$ cat config.mk
export PLATFORM = sky130hd
export DESIGN_NAME = rfc_lane_chain
export DESIGN_NICKNAME = d
export VERILOG_FILES = /design/src/rtl/rfc_pkg.sv /design/src/rtl/rfc_lane_chain.sv
export SDC_FILE = /design/constraint.sdc
export NUM_CORES = 1
export LEC_CHECK = 0
export BUFFER_PORTS_ARGS = -buffer_cell sky130_fd_sc_hd__clkbuf_2
export CAP_MARGIN = 15
export CORE_MARGIN = 2
export CORE_UTILIZATION = 32
export DETAILED_ROUTE_END_ITERATION = 6
export GPL_ROUTABILITY_DRIVEN = 0
export PLACE_DENSITY_LB_ADDON = 0.12
export SETUP_SLACK_MARGIN = 0.02
export SLEW_MARGIN = 20
export SYNTH_ARGS = -nofsm -noshare
export SYNTH_HDL_FRONTEND = slang
export SYNTH_SLANG_ARGS = --single-unit
$ cat constraint.sdc
create_clock -name vclk -period 1.7
set_clock_uncertainty 0.1 [all_clocks]
set_input_delay 0.17 -clock vclk [all_inputs]
set_output_delay 0.17 -clock vclk [all_outputs]
set_load 0.01 [all_outputs]
$ cat src/rtl/rfc_pkg.sv
package rfc_pkg;
  localparam int SYM_W = 8;
  localparam int TYPE_W = 3;

  localparam logic [SYM_W-1:0] K_COM  = 8'hBC;
  localparam logic [SYM_W-1:0] K_STP  = 8'hFB;
  localparam logic [SYM_W-1:0] K_SDP  = 8'h5C;
  localparam logic [SYM_W-1:0] K_END  = 8'hFD;
  localparam logic [SYM_W-1:0] K_EDB  = 8'hFE;
  localparam logic [SYM_W-1:0] K_PAD  = 8'hF7;

  typedef enum logic [TYPE_W-1:0] {
    FE_NONE      = 3'd0,
    FE_START_POS = 3'd1,
    FE_END_POS   = 3'd2,
    FE_NESTED    = 3'd3,
    FE_ORPHAN    = 3'd4,
    FE_FOLLOW    = 3'd5,
    FE_UNTERM    = 3'd6
  } fe_t;

  typedef struct packed {
    logic is_start;
    logic is_end;
    logic is_com;
    logic follow_ok;
    logic is_idle;
  } sym_cls_t;
endpackage

$ cat src/rtl/rfc_lane_chain.sv
module rfc_lane_chain
  import rfc_pkg::*;
#(
  parameter int LANES = 8,
  parameter int GRP   = 4
) (
  input  sym_cls_t [LANES-1:0]             cls_i,
  input  logic                             open_i,
  input  logic                             prev_idle_i,
  output logic     [LANES-1:0][TYPE_W-1:0] type_o,
  output logic                             open_o
);
  logic [LANES-1:0] ok_here;
  logic [LANES-1:0] next_ok;
  logic             open_v;

  for (genvar g = 0; g < LANES; g++) begin : g_ok
    assign ok_here[g] = cls_i[g].follow_ok;
  end

  // last lane has no neighbour to check
  if (LANES > 1) begin : g_nx
    assign next_ok = {1'b1, ok_here[LANES-1:1]};
  end else begin : g_nx1
    assign next_ok = 1'b1;
  end

  // ripple the open state from lane 0 upward
  always_comb begin
    open_v = open_i;
    for (int l = 0; l < LANES; l++) begin
      type_o[l] = FE_NONE;
      if (cls_i[l].is_start) begin
        if ((l % GRP) != 0 || (prev_idle_i && l != 0)) type_o[l] = FE_START_POS;
        else if (open_v)                               type_o[l] = FE_NESTED;
        open_v = 1'b1;
      end else if (cls_i[l].is_end) begin
        if ((l % GRP) != GRP - 1) type_o[l] = FE_END_POS;
        else if (!open_v)         type_o[l] = FE_ORPHAN;
        else if (!next_ok[l])     type_o[l] = FE_FOLLOW;
        open_v = 1'b0;
      end else if (cls_i[l].is_com) begin
        if (open_v) type_o[l] = FE_UNTERM;
        open_v = 1'b0;
      end
    end
    open_o = open_v;
  end
endmodule

* Yosys cells after proc, flatten, opt, wreduce, memory -nomap -nowiden
Cells that the tools add are included.
Cells by class: multiplexer cells 62
Operator list (number):
- two-way mux 3 bit | 35
- two-way mux 1 bit | 24
- two-way mux 2 bit | 3
Storage, ports and cells: flip-flop bits (word level) 0, word-level logic and storage cells 62, output and inout port bits 25, bits of input ports 42

* Longest topological paths before layout
Gate-level depths: netlist (run 1).
word-level depth 25, depth in mapped cells 5

* Least setup slack after synthesis (run 1)
Ideal clock, no wire load.
kind in2out, start in open_i, end out type_o[23] in the netlist's numbering, buffers on the path 0, arrival 1.235 ns, cell stages on the path 5, path slack 0.195 ns, path through nor3b_4 nor4_2 nor2_4 a41oi_2 mux2_1
RTL lines:
- from (decl) | line rfc_lane_chain.sv:8 | input logic open_i,
- to (decl) | line rfc_lane_chain.sv:10 | output logic [LANES-1:0][TYPE_W-1:0] type_o,

==> out/qor.txt, run 1 <==
post-route ant nets = 0
mean post-synth cell area = 6.64 um^2
total number of sequential cells = 0
smallest setup slack after layout = -0.0233 ns
Buffers on Ports = 52
Pre-Repair DR Iteration Count = 4
wire length of the first global-routing pass = 2.37 mm
register area share after synthesis = 0%
endpoint arrival time on the critical path = 1.45 ns
Total Die Area = 1750 um^2
post-route core utilization = 67.0%
Placed Cells = 144
violated checks = setup timing
core region area = 1320 um^2
cell types with the largest area share after synthesis = sky130_fd_sc_hd__a21oi_1 9.8%, sky130_fd_sc_hd__buf_4 8.2%, sky130_fd_sc_hd__nor2_1 7.4%, sky130_fd_sc_hd__nor3_1 6.6%, sky130_fd_sc_hd__o21ai_0 6.6%
maximum number of pins on one net before global-route repair = 7
type of the worst setup path = in2out
total wirelength of the detailed-routed design = 1.51 mm
number of nets produced by synthesis = 111
path category of the worst min-delay check = in2out
die width = 41.8 um
Power Dens Cells = 257 nW/um^2
netlist area before placement = 458 um^2
chain of cells forming the critical path = buf_2 > o21bai_4 > a21oi_4 > nor2_4 > a41oi_2 > mux2_4 > clkbuf_2
Sequential cell area = 0 um^2
hold path cells = 2
Mapped Cells = 69
Crit path required time = 1.43 ns
non-filler instance count after layout = 144
final worst path period share = 101%
vias per inst = 5.06
Synth top area share = 9.84%
number of maximum-capacitance violations = 0
highest-delay cell along the critical path = sky130_fd_sc_hd__mux2_4
number of global-route vias before repair = 616
type of origin of the critical path = primary input
Area growth, synth to finish = 92.6%
count of boundary I/O pins = 67
worst slew pin tran = 0.331 ns
estimated wirelength of the detail-placed design = 1.21 mm
Crit Path Max Fanout = 5
count of warnings emitted by yosys = 0
initial antenna violation count = 0
number of DRC violations after detailed-routing iteration 0 = 6
row count = 13
clock buffer count in the final layout = 0
layout cell share with drive strength beyond 1 = 63.6%
Hold Violations, Final = 0
RSZ-0062 raised after global routing = true
Total Routing Usage GR = 15.5%
VDD IR-drop max = 0.000128 V
Worst setup EP type = output port
final net count = 173
final count of pins violating max slew = 0
result of the run = complete, but fails checks
Chip Height = 41.8 um
wire length per cell after detailed routing = 10.5 um
count of endpoints failing setup in the final report = 1
overall via count from detail_route = 728
GR Overflow Total = 0
placement-stage worst setup slack = -0.0155 ns
effective utilization at floorplan = 34.8%
cell taking the most area after synthesis = sky130_fd_sc_hd__a21oi_1
delay of the slowest cell on the worst path = 0.32 ns
commonest cells in the synthesized netlist = 9 x sky130_fd_sc_hd__a21oi_1, 9 x sky130_fd_sc_hd__nor2_1, 6 x sky130_fd_sc_hd__inv_1, 6 x sky130_fd_sc_hd__nor3_1, 6 x sky130_fd_sc_hd__o21ai_0
count of antenna diodes in the layout = 0
post-layout power = 0.000226 W
drt drc = 0
static leakage power = 0.453 nW
count of filler cells inserted in the layout = 123
worst hold slack across all endpoints = 0.483 ns
worst relative slew slack = 77.8%
shortest clock period the worst path allows after layout = 1.72 ns
achievable frequency = 580 MHz
number of distinct library cell variants in the gate-level netlist after synthesis = 30
path summary, 6_finish.rpt:
kind | from | endpoint | slack (ns)
setup / recovery | cls_i[9] | type_o[23] | -0.02
hold / removal | cls_i[39] | type_o[21] | 0.48
kinds of logic after synthesis:
group,after synthesis,synth area share (%)
simple gates,30,44.8
buf+inv,11,13.1
compound gates,27,39.6
mux,1,2.46
what timing repair did:
item,in CTS,in global routing
resized for setup,1,26
hold buffers,0,0
buffers inserted,0,0
pin swaps,0,6
endpoints found under the setup margin,4,11
layer usage:
layer  vias up  track usage [%]  wire length [um]
met1       322             19.7               545
met5         -                0                 0
met4         0                0                 0
met3         0            0.870               112
met2        27             29.7               852
li1        379                -                 -
critical path: cells and delay by family:
| kind | cells | cell delay, ns |
|---|---|---|
| buffers and inverters | 2 | 0.27 |
| muxes | 1 | 0.32 |
| AOI/OAI and AO/OA | 3 | 0.63 |
| and+or+nand+nor | 1 | 0.06 |
layout make-up:
class                           instances  area (um^2)  share of cell area, %
Tap cell                               15         18.8                   2.13
Timing Repair Buffer                   65          374                   42.4
Inverter                                6         22.5                   2.55
Multi-Input combinational cell         58          467                   52.9
power by group:
part / switching (W) / internal (W) / total [W]
Sequential: 0 / 0 / 0
Clock: 0 / 0 / 0
Combinational: 0.000117 / 0.000110 / 0.000226
stage by stage:
step | instance area, um^2 | TNS [ns]
final | 882 | -0.0233
after global routing | 882 | -0.159
after CTS | 805 | -0.0282
after detailed placement | 797 | -0.0355
after global placement | 797 | -0.0367
after floorplan | 458 | 0
layout by cell type, fill, tap and decap left out, drive strengths merged:
cell	instances
o21ai	7
nor2	10
nand2	3
a311oi	1
o31ai	1
nor3b	1
clkbuf	43
a41oi	1
o22ai	1
and2	1
nand3b	1
nor4b	2
nor3	6
buf	22
a211oi	1
nor4	2
a41o	1
o21a	1
a21oi	10
nor2b	1
nor4bb	1
o21bai	1
nand2b	2
o41ai	2
inv	6
mux2	1
(Power assumes the default switching activity.)
==> run 2, diff against run 1 <==
- ABC_AREA: unset -> 0
- CORE_UTILIZATION: 32 -> 34
- clock period: 1.7 -> 2 ns (I/O delays scaled with it)
==> out/qor.txt, run 2 (synthesized netlist as in run 1, its figures left out) <==
Final Cell Area = 707 um^2 (was 882 um^2)
row count = 13 (unchanged)
most common cell after layout, fill and taps aside = sky130_fd_sc_hd__clkbuf_2 (unchanged)
Total Die Area = 1660 um^2 (was 1750 um^2)
count of endpoints failing setup in the final report = 0 (was 1)
worst hold slack across all endpoints = 0.538 ns (was 0.483 ns)
Total Routing Usage GR = 14.3% (was 15.5%)
Post-CTS Setup Inserts = 0 (unchanged)
final count of pins violating max slew = 0 (unchanged)
estimated wirelength of the detail-placed design = 1.08 mm (was 1.21 mm)
worst relative slew slack = 71.7% (was 77.8%)
hold buffers post-CTS = 0 (unchanged)
number of global-route vias before repair = 495 (was 616)
Pre-Repair DR Iteration Count = 3 (was 4)
post-route ant nets = 0 (unchanged)
drt drc = 0 (unchanged)
layout cell share with drive strength beyond 1 = 52.1% (was 63.6%)
Sequential cell area = 0 um^2 (unchanged)
total number of sequential cells = 0 (unchanged)
final net count = 161 (was 173)
shortest clock period the worst path allows after layout = 1.84 ns
wire length per cell after detailed routing = 9.17 um (was 10.5 um)
count of antenna diodes in the layout = 0 (unchanged)
RSZ-0062 raised after global routing = true (unchanged)
Area growth, synth to finish = 54.4% (was 92.6%)
effective utilization at floorplan = 35.6% (was 34.8%)
wire length on met2 = 598 um (was 852 um)
Chip Height = 40.7 um (was 41.8 um)
worst slew pin tran = 0.418 ns (was 0.331 ns)
non-filler instance count after layout = 132 (was 144)
vias per inst = 5.08 (was 5.06)
Placed Cells = 132 (was 144)
VDD IR-drop max = 0.0000973 V (was 0.000128 V)
overall via count from detail_route = 671 (was 728)
total placed instance area = 707 um^2 (was 797 um^2)
Buffers on Ports = 52 (unchanged)
type of the worst setup path = in2out (unchanged)
final worst path period share = 92.2%
Crit path required time = 1.70 ns (was 1.43 ns)
number of maximum-capacitance violations = 0 (unchanged)
Hold Crit Endpoint = type_o[18] (was type_o[21])
die width = 40.7 um (was 41.8 um)
highest signal layer in the routed design = met3 (unchanged)
commonest cells after routing, fill and taps aside = 52 x sky130_fd_sc_hd__clkbuf_2, 9 x sky130_fd_sc_hd__nor2_1, 9 x sky130_fd_sc_hd__a21oi_1 (was 43 x sky130_fd_sc_hd__clkbuf_2, 13 x sky130_fd_sc_hd__buf_4, 8 x sky130_fd_sc_hd__a21oi_1, 8 x sky130_fd_sc_hd__nor2_1, 7 x sky130_fd_sc_hd__buf_2)
Crit Path Max Fanout = 6 (was 5)
achievable frequency = 542 MHz
maximum number of pins on one net before global-route repair = 9 (was 7)
core region area = 1280 um^2 (was 1320 um^2)
hold wc startpoint = cls_i[34] (was cls_i[39])
Worst setup EP type = output port (unchanged)
Hold Violations, Final = 0 (unchanged)
met3 WL post-DR = 93 um (was 112 um)
Met1 Wirelength = 520 um (was 545 um)
number of DRC violations after detailed-routing iteration 0 = 6 (unchanged)
static leakage power = 0.373 nW (was 0.453 nW)
Power Dens Cells = 212 nW/um^2 (was 257 nW/um^2)
result of the run = completed (was complete, but fails checks)
path category of the worst min-delay check = in2out (unchanged)
hold path cells = 2 (unchanged)
setup TNS = 0 ns (was -0.0233 ns)
clock buffer count in the final layout = 0 (unchanged)
wire length of the first global-routing pass = 1.75 mm (was 2.37 mm)
count of boundary I/O pins = 67 (unchanged)
GR Overflow Total = 0 (unchanged)
type of origin of the critical path = primary input (unchanged)
endpoint arrival time on the critical path = 1.54 ns (was 1.45 ns)
post-layout power = 0.000150 W (was 0.000226 W)
post-cts sizing count = 0 (was 1)
initial antenna violation count = 0 (unchanged)
total wirelength of the detailed-routed design = 1.21 mm (was 1.51 mm)
run 2: per-layer routing:
metal  track usage, %  vias to the layer above
met5                0                        -
met4                0                        0
met3                0                        0
met2             29.4                       27
met1             17.3                      284
li1                 -                      360
run 2: area by class of cell:
class	instances	area, um^2
timing repair buffer	53	268
tap	15	18.8
multi-input combinational	58	398
inverter	6	22.5
fill	137	578
run 2: worst max-delay path by stage:
stage | from | to | slack (ns) | cells past startpoint
detailed placement | cls_i[14] | type_o[23] | 0.14 | 6
floorplan | open_i | type_o[23] | 0.43 | 5
global route | cls_i[2] | type_o[13] | 0.003 | 7
CTS | cls_i[14] | type_o[23] | 0.14 | 6
finish | cls_i[14] | type_o[23] | 0.16 | 6
global placement | cls_i[14] | type_o[23] | 0.14 | 6
run 2: worst max-delay path, cell delays in order:
cell and delay, ns:
sky130_fd_sc_hd__clkbuf_2 0.13, sky130_fd_sc_hd__nor4_2 0.43, sky130_fd_sc_hd__nor2_4 0.11, sky130_fd_sc_hd__a41oi_2 0.20
sky130_fd_sc_hd__mux2_1 0.35, sky130_fd_sc_hd__clkbuf_2 0.13
run 2: where the power goes:
group | total (W) | switching [W] | internal [W]
clock | 0 | 0 | 0
combinational | 0.000150 | 0.0000838 | 0.0000661
sequential | 0 | 0 | 0
run 2: through the flow:
stage	util (%)	worst slack [ns]
final	55.0	0.156
after global routing	55.0	0.00271
after CTS	55.0	0.136
after detailed placement	55.0	0.144
after global placement	55.0	0.144
after floorplan	-	0.435
==> run 3, diff against run 2 <==
- CORE_UTILIZATION: 34 -> 28
- clock period: 2 -> 1.55 ns (I/O delays scaled with it)
==> out/qor.txt, run 3 (synthesized netlist as in run 1, its figures left out) <==
result of the run = complete, but fails checks (was completed)
violated checks = setup timing
Total Routing Usage GR = 16.8% (was 14.3%)
Area growth, synth to finish = 139% (was 54.4%)
number of global-route vias before repair = 650 (was 495)
vias per inst = 5.11 (was 5.08)
achievable frequency = 601 MHz
CP Buf/Inv Count = 2 (unchanged)
highest-delay cell along the critical path = sky130_fd_sc_hd__nor4_4 (was sky130_fd_sc_hd__nor4_2)
most common cell after layout, fill and taps aside = sky130_fd_sc_hd__clkbuf_2 (unchanged)
final count of pins violating max slew = 0 (unchanged)
Setup crit start = cls_i[9] (was cls_i[14])
clock buffer count in the final layout = 0 (unchanged)
path category of the worst min-delay check = in2out (unchanged)
Pre-Repair DR Iteration Count = 4 (was 3)
total number of sequential cells = 0 (unchanged)
endpoint arrival time on the critical path = 1.41 ns (was 1.54 ns)
smallest setup slack after layout = -0.113 ns (was 0.156 ns)
initial antenna violation count = 0 (unchanged)
worst relative slew slack = 74.3% (was 71.7%)
worst slew pin tran = 0.382 ns (was 0.418 ns)
post-layout power = 0.000314 W (was 0.000150 W)
delay of the slowest cell on the worst path = 0.40 ns (was 0.43 ns)
Hold Violations, Final = 0 (unchanged)
VDD IR-drop max = 0.000156 V (was 0.0000973 V)
number of maximum-capacitance violations = 0 (unchanged)
post-route core utilization = 71.8% (was 55.0%)
Sequential cell area = 0 um^2 (unchanged)
setup TNS = -0.805 ns (was 0 ns)
Total Die Area = 1970 um^2 (was 1660 um^2)
Power Dens Cells = 287 nW/um^2 (was 212 nW/um^2)
estimated wirelength of the detail-placed design = 1.39 mm (was 1.08 mm)
row count = 14 (was 13)
static leakage power = 0.554 nW (was 0.373 nW)
shortest clock period the worst path allows after layout = 1.66 ns
RSZ-0062 raised after global routing = true (unchanged)
type of origin of the critical path = primary input (unchanged)
final net count = 189 (was 161)
Hold Crit Endpoint = type_o[18] (unchanged)
number of DRC violations after detailed-routing iteration 0 = 24 (was 6)
chain of cells forming the critical path = clkbuf_8 > nor4_4 > nor2_4 > a41oi_2 > mux2_1 > clkbuf_2 (was clkbuf_2 > nor4_2 > nor2_4 > a41oi_2 > mux2_1 > clkbuf_2)
count of endpoints failing setup in the final report = 10 (was 0)
count of boundary I/O pins = 67 (unchanged)
total wirelength of the detailed-routed design = 2.00 mm (was 1.21 mm)
drt drc = 0 (unchanged)
kind of cell adding the most delay to the critical path = simple AND/OR/NAND/NOR gates (unchanged)
area of combinational cells with multiple inputs = 518 um^2 (was 398 um^2)
worst hold slack across all endpoints = 0.450 ns (was 0.538 ns)
Chip Height = 44.4 um (was 40.7 um)
Buffers on Ports = 52 (unchanged)
Crit path required time = 1.29 ns (was 1.70 ns)
GR Overflow Total = 0 (unchanged)
Worst setup EP type = output port (unchanged)
post-route ant nets = 0 (unchanged)
Crit Path Max Fanout = 4 (was 6)
core region area = 1520 um^2 (was 1280 um^2)
die width = 44.4 um (was 40.7 um)
hold wc startpoint = cls_i[34] (unchanged)
final worst path period share = 107%
wire length per cell after detailed routing = 12.4 um (was 9.17 um)
count of antenna diodes in the layout = 0 (unchanged)
count of filler cells inserted in the layout = 119 (was 137)
maximum number of pins on one net before global-route repair = 7 (was 9)
placement-stage worst setup slack = -0.207 ns (was 0.144 ns)
type of the worst setup path = in2out (unchanged)
layout cell share with drive strength beyond 1 = 71.7% (was 52.1%)
commonest cells after routing, fill and taps aside = 35 x sky130_fd_sc_hd__clkbuf_2, 26 x sky130_fd_sc_hd__buf_4, 11 x sky130_fd_sc_hd__buf_2, 7 x sky130_fd_sc_hd__nor2_1, 7 x sky130_fd_sc_hd__buf_6 (was 52 x sky130_fd_sc_hd__clkbuf_2, 9 x sky130_fd_sc_hd__nor2_1, 9 x sky130_fd_sc_hd__a21oi_1)
wire length of the first global-routing pass = 2.65 mm (was 1.75 mm)
effective utilization at floorplan = 30.0% (was 35.6%)
hold path cells = 2 (unchanged)
overall via count from detail_route = 823 (was 671)
-- run 3: changes by cell type in the layout (fill, tap and decap cells not counted), moves of 2 or more --
| cell | change |
|---|---|
| sky130_fd_sc_hd__nor3_2 | +3 |
| sky130_fd_sc_hd__nor2_1 | -2 |
| sky130_fd_sc_hd__buf_6 | +7 |
| sky130_fd_sc_hd__o21ai_0 | -2 |
| sky130_fd_sc_hd__buf_4 | +25 |
| sky130_fd_sc_hd__a21oi_1 | -3 |
| sky130_fd_sc_hd__nor3_1 | -3 |
| sky130_fd_sc_hd__buf_2 | +11 |
| sky130_fd_sc_hd__o21ai_1 | +2 |
| sky130_fd_sc_hd__nor2_2 | +2 |
| sky130_fd_sc_hd__a21oi_4 | +3 |
| sky130_fd_sc_hd__clkbuf_2 | -17 |
| sky130_fd_sc_hd__o41ai_1 | -2 |
-- run 3: what timing repair did --
item | in CTS | in global routing
pin swaps | 7 | 13
resized for setup | 15 | 36
endpoints found under the hold margin | 0 | 0
hold buffers | 0 | 0
gates cloned | 0 | 0
setup endpoints to repair | 11 | 13
setup buffers | 3 | 2
-- run 3: routing by layer --
metal,vias to the layer above,part of all wire [%],track usage [%]
met4,0,0.85,0
met2,31,57,35.0
met3,2,4.5,0.408
li1,410,-,-
met1,380,37,19.5
met5,-,0,0
-- run 3: report_power, final --
part           switching, W  internal [W]  leakage (nW)
sequential                0             0             0
combinational      0.000153      0.000161         0.554
clock                     0             0             0
-- run 3: stage by stage --
step | cell area (um^2) | instances
after global placement | 881 | 156
after detailed placement | 881 | 156
final | 1090 | 161
after CTS | 981 | 159
after floorplan | 458 | 69
after global routing | 1090 | 161
-- run 3: worst max-delay path by stage --
stage | end | slack, ns | depth (start not counted)
after floorplan | type_o[23] | 0.07 | 5
after global placement | type_o[13] | -0.17 | 7
after detailed placement | type_o[13] | -0.21 | 7
after CTS | type_o[20] | -0.10 | 8
after global routing | type_o[20] | -0.20 | 8
final | type_o[23] | -0.11 | 6
-- run 3: final cells by class --
class	instances	share of cell area [%]
inverter	6	2.06
multi-input combinational	58	47.4
tap	16	1.83
timing repair buffer	81	48.7
